==> src/rtl/bcc_gen.sv <==
module bcc_gen #(
  parameter int W = 6
) (
  input  logic         clk,
  input  logic         rst_n,
  input  logic [W-1:0] in_word,
  input  logic         in_valid,
  input  logic         in_first,
  input  logic         in_last,
  input  logic [1:0]   mode,
  input  logic         odd_sel,
  input  logic [W-1:0] rx_check,
  input  logic         rx_check_valid,
  output logic [W-1:0] chk_word,
  output logic         chk_valid,
  output logic [W:0]   par_word,
  output logic         par_valid,
  output logic         mismatch
);

  logic [W-1:0] acc;
  logic [W-1:0] mixed;
  logic [W-1:0] nxt;
  logic         take;
  logic         par_take;

  assign take     = in_valid & ~mode[1];
  assign par_take = in_valid & mode[1];
  assign mixed    = (in_first ? '0 : acc) ^ in_word;
  assign nxt      = mode[0] ? {mixed[W-2:0], mixed[W-1]} : mixed;

  always_ff @(posedge clk) begin
    if (!rst_n) begin
      acc       <= '0;
      chk_word  <= '0;
      chk_valid <= 1'b0;
      par_word  <= '0;
      par_valid <= 1'b0;
      mismatch  <= 1'b0;
    end else begin
      chk_valid <= take & in_last;
      par_valid <= par_take;
      if (take) acc <= nxt;
      if (take && in_last) chk_word <= nxt;
      if (par_take) par_word <= {(^in_word) ^ odd_sel, in_word};
      if (rx_check_valid) mismatch <= (rx_check != chk_word);
    end
  end

endmodule

==> config.mk <==
export PLATFORM = sky130hd
export DESIGN_NAME = bcc_gen
export DESIGN_NICKNAME = d
export VERILOG_FILES = /design/src/rtl/bcc_gen.sv
export SDC_FILE = /design/constraint.sdc
export NUM_CORES = 1
export LEC_CHECK = 0
export CORE_AREA = 2 2 51 58
export DETAILED_ROUTE_END_ITERATION = 10
export DIE_AREA = 0 0 53 60
export PLACE_DENSITY = 0.86
export SLEW_MARGIN = 20
export SYNTH_ARGS = -nofsm -noshare
export SYNTH_HDL_FRONTEND = slang
export SYNTH_SLANG_ARGS = --single-unit
==> constraint.sdc <==
create_clock -name clk -period 1.5 [get_ports clk]
set_clock_uncertainty 0.05 [all_clocks]
set_input_delay 0.375 -clock clk [delete_from_list [all_inputs] [get_ports clk]]
set_output_delay 0.375 -clock clk [all_outputs]
set_load 0.01 [all_outputs]
# Word level (Yosys, flattened, before mapping)
# Cells that the tools add are included.
word_totals:
  register_bits: 22
  inputBits: 21
  out_inout_bits: 16
  word_cells: 17
classes:
  eq_ne: 1
  mux: 2
  n_bitwise: 6
  n_reduce_logical: 2
op_table:
  columns: ["operator", "count"]
  rows:
  - ["6-bit two-way mux", 2]
  - ["6-bit inequality test", 1]
  - ["6-bit XOR reduction", 1]
  - ["6-bit bitwise XOR", 1]
  - ["1-bit bitwise AND", 3]
  - ["1-bit logical AND", 1]
  - ["1-bit NOT", 1]
  - ["1-bit bitwise XOR", 1]

# Longest topological paths before layout
depth:
  depth_word: 3
  mapped_depth: 5
  depth_no_buf: 5

# Worst setup path after synthesis
# No wires, ideal clock.
synth_timing:
  kind: "input to register"
  start: "in mode[0]"
  end: "reg acc[4]"
  setup_time_ns: 0.116
  arrival_ns: 1.076
  required_time_ns: 1.334
  path_slack_ns: 0.258
  path_stages: 4
  n_path_buf: 1
  cell_sequence: "clkbuf_2 > mux2_2 > mux2i_1 > nor2b_1"
synth_between:
  elab_chain_len: 1
synth_rtl:
  columns: ["element", "line", "text"]
  rows:
  - ["start: declaration", "10", "input logic [1:0] mode,"]
  - ["6-bit two-way mux", "30", "assign nxt = mode[0] ? {mixed[W-2:0], mixed[W-1]} : mixed;"]
  - ["end signal: assignment", "43", "if (take) acc <= nxt;"]
  - ["end: declaration", "21", "logic [W-1:0] acc;"]
# No other way between the ends.
# A chain may end at the register's enable or synchronous reset.

# Worst setup path after layout
layout_timing:
  start: "in mode[0]"
  end: "reg chk_word[2]"
layout_between:
  elab_chain_len: 1
layout_rtl:
  columns: ["element", "line", "text"]
  rows:
  - ["6-bit two-way mux", "30", null]
  - ["end signal: assignment", "44", "if (take && in_last) chk_word <= nxt;"]
  - ["end: declaration", "14", "output logic [W-1:0] chk_word,"]
# No other way between the ends.

==> impl_metrics.tcl <==
set metrics [dict create \
    htreeDepth 1 \
    gp_congestion 0.8187 \
    synth.yosys.warnings 0 \
    hold_violations 0 \
    synthesis.area_um2 1092 \
    hpwl_um 2095 \
    fill_cells 254 \
    startpoint_type "primary input" \
    syn_nets 141 \
    ys_types 24 \
    clk_latency_ns 0.31 \
    clkTransAtPathRegs_ns 0.11 \
    io_buffers 36 \
    drcViolationCount 0 \
    initialDrtViolationCount 21 \
    core_area_um2 2628 \
    grt_max_degree 12 \
    synthTopCellsByArea "dfxtp_1 40%, xnor2_1 11%, nand2_1 9.6%" \
    synth_common_cells "28 x nand2_1, 22 x dfxtp_1, 14 x xnor2_1, 8 x mux2i_1, 7 x a21boi_0" \
    ys.flop_type "dfxtp_1" \
    worstSetupEndpointType "flip-flop" \
    clockBufferDepth 2 \
    cp.arrival_ns 1.64 \
    die-area_um2 3180 \
    finalPower_uw 1187 \
    cap_violations 0 \
    vias 950 \
    yosysTopAreaCell "dfxtp_1" \
    syn_inst 120 \
    drt_wl_total_um 2514 \
    drive_gt1_frac 0.1377 \
    dieWidth_um 53 \
    max_freq_mhz 686.3 \
    numCtsBuffers 3 \
    ys_ff_latch 22 \
    crit_fanout 5 \
    slowest_delay_ns 0.60 \
    synth_most_common_cell "nand2_1" \
    p_per_area_nw_per_um2 752.3 \
    grt_pass1_vias 924 \
    slew_viol_final 0 \
    cts_tree "done" \
    worst-setup-path-type "primary input to flip-flop" \
    hold_class "flip-flop to flip-flop" \
    required_ns 1.68 \
    design_area_um2 1578 \
    peakVddDrop_mv 0.4148 \
    worst_pin_slew_ns 0.2503 \
    syn_area_per_cell_um2 9.102 \
    ioPinCount 37 \
    nets 190 \
    postRouteAntennaNets 0 \
    timing.final.crit_share 0.9714 \
    synth_top_area_share 0.4032 \
    die_h_um 60 \
    dpl_cell_area_um2 1574 \
    cp_cell_sequence "clkdlybuf4s50_1 -> buf_4 -> mux2i_1 -> nand2_1 -> a21boi_0" \
    min_period_ns 1.457 \
    wl_per_cell_um 12.57 \
    diodes 0 \
    initial_core_util 0.4157 \
    async_reset_ff_frac 0 \
    vias_per_cell 4.750 \
    leakage_uw 0.0007276 \
    track_usage 0.1724 \
    grt_pass1_wl_um 4057 \
    cts_root_buffer "clkbuf_4" \
    rows 20 \
    cp_slowest_cell "clkdlybuf4s50_1" \
    gr-total-overflow 0 \
    rsz0062_at_grt "false" \
    antenna_found_initial 0 \
    clock-sinks 22 \
    yosysSeqAreaShare 0.4032 \
    drt-pass1-iter-count 4 \
    synth-edff-count 0 \
    syn_to_final_growth_pct 44.44 \
    finalSetupViolCount 0 \
    timing.slew.headroom 0.8284 \
    status "complete, no violations" \
]
-- flip-flops by register name, summed over array words and instances, names as in the netlist --
name,flops
acc,6
chk_valid,1
chk_word,6
mismatch,1
par_valid,1
par_word,7
-- routing by layer --
layer  global-route usage  wire length (um)  vias up
met4              0.03297                21        0
met2               0.3232              1367       27
met5                    0                 0        -
li1                     -                 -      485
met3              0.05000               150        3
met1               0.1907               975      435
-- worst paths after layout --
kind                                  from                  endpoint  slack, ns  cells past startpoint
setup reg to reg       acc[3]$_SDFFE_PN0P_       acc[3]$_SDFFE_PN0P_       0.21                      6
setup / recovery                   mode[0]  chk_word[2]$_SDFFE_PN0P_       0.04                      5
hold / removal    par_word[1]$_SDFFE_PN0P_  par_word[1]$_SDFFE_PN0P_       0.42                      2
hold reg to reg   par_word[1]$_SDFFE_PN0P_  par_word[1]$_SDFFE_PN0P_       0.42                      2
-- area by class of cell --
class | instances | area, um2 | area share
repair buffers | 50 | 444.2 | 0.2815
flip-flops and latches | 22 | 442.9 | 0.2807
well taps | 33 | 41.29 | 0.02617
multi-input cells | 92 | 626.9 | 0.3973
clock buffers | 3 | 22.52 | 0.01427
-- kinds of logic after synthesis --
group                  Yosys count  synth area share
AO/OA/AOI/OAI                   16            0.1145
XOR/XNOR                        20            0.1604
buffers and inverters            6           0.02290
flip-flops                      22            0.4032
multiplexers                    10           0.09736
AND/OR/NAND/NOR                 46            0.2016
-- worst max-delay path, delay by kind of cell --
| kind | cells | cell delay (ns) |
|---|---|---|
| multiplexers | 1 | 0.24 |
| AND/OR/NAND/NOR | 1 | 0.07 |
| buffers and inverters | 2 | 0.77 |
| AO/OA/AOI/OAI | 1 | 0.18 |
-- through the flow --
stage / setup slack (ns) / setup TNS [ns] / utilization / std cells / hold slack (ns)
6_report: 0.04293 / 0 / 0.6005 / 200 / 0.4202
5_1_grt: 0.002642 / 0 / 0.6005 / 200 / 0.4505
4_1_cts: 0.04766 / 0 / 0.6005 / 200 / 0.4247
3_5_place_dp: -0.4166 / -4.669 / 0.5990 / 197 / 0.4108
3_3_place_gp: -0.3528 / -3.690 / 0.5990 / 197 / 0.3989
2_1_floorplan: 0.2584 / 0 / - / 120 / 0.4151
-- report_power, final --
part	internal, uW	total, uW	switching (uW)	leakage [uW]
sequential	616	634	18.1	0.000181
clock	93.9	263	169	0.0000138
combinational	168	290	122	0.000533
total	878	1190	309	0.000728
-- cell usage in the layout, fill, tap and decap left out, drive strengths merged, types with 2 or more instances in the layout --
cell and n:
nand2 28, dfxtp 22, clkdlybuf4s50 19, dlygate4sd2 17, xnor2 14, buf 14
a21boi 10, mux2i 8, nor2b 7, xor2 6, o211a 4, nand2b 3
clkbuf 3, and2 2, and3 2, mux2 2
-- what timing repair did --
| item | in CTS | in global routing |
|---|---|---|
| gates resized for setup | 19 | 0 |
| setup endpoints to repair | 22 | 0 |
| setup buffers | 0 | 0 |
| hold buffers | 0 | 0 |
Power figures use the tool's default switching activity.
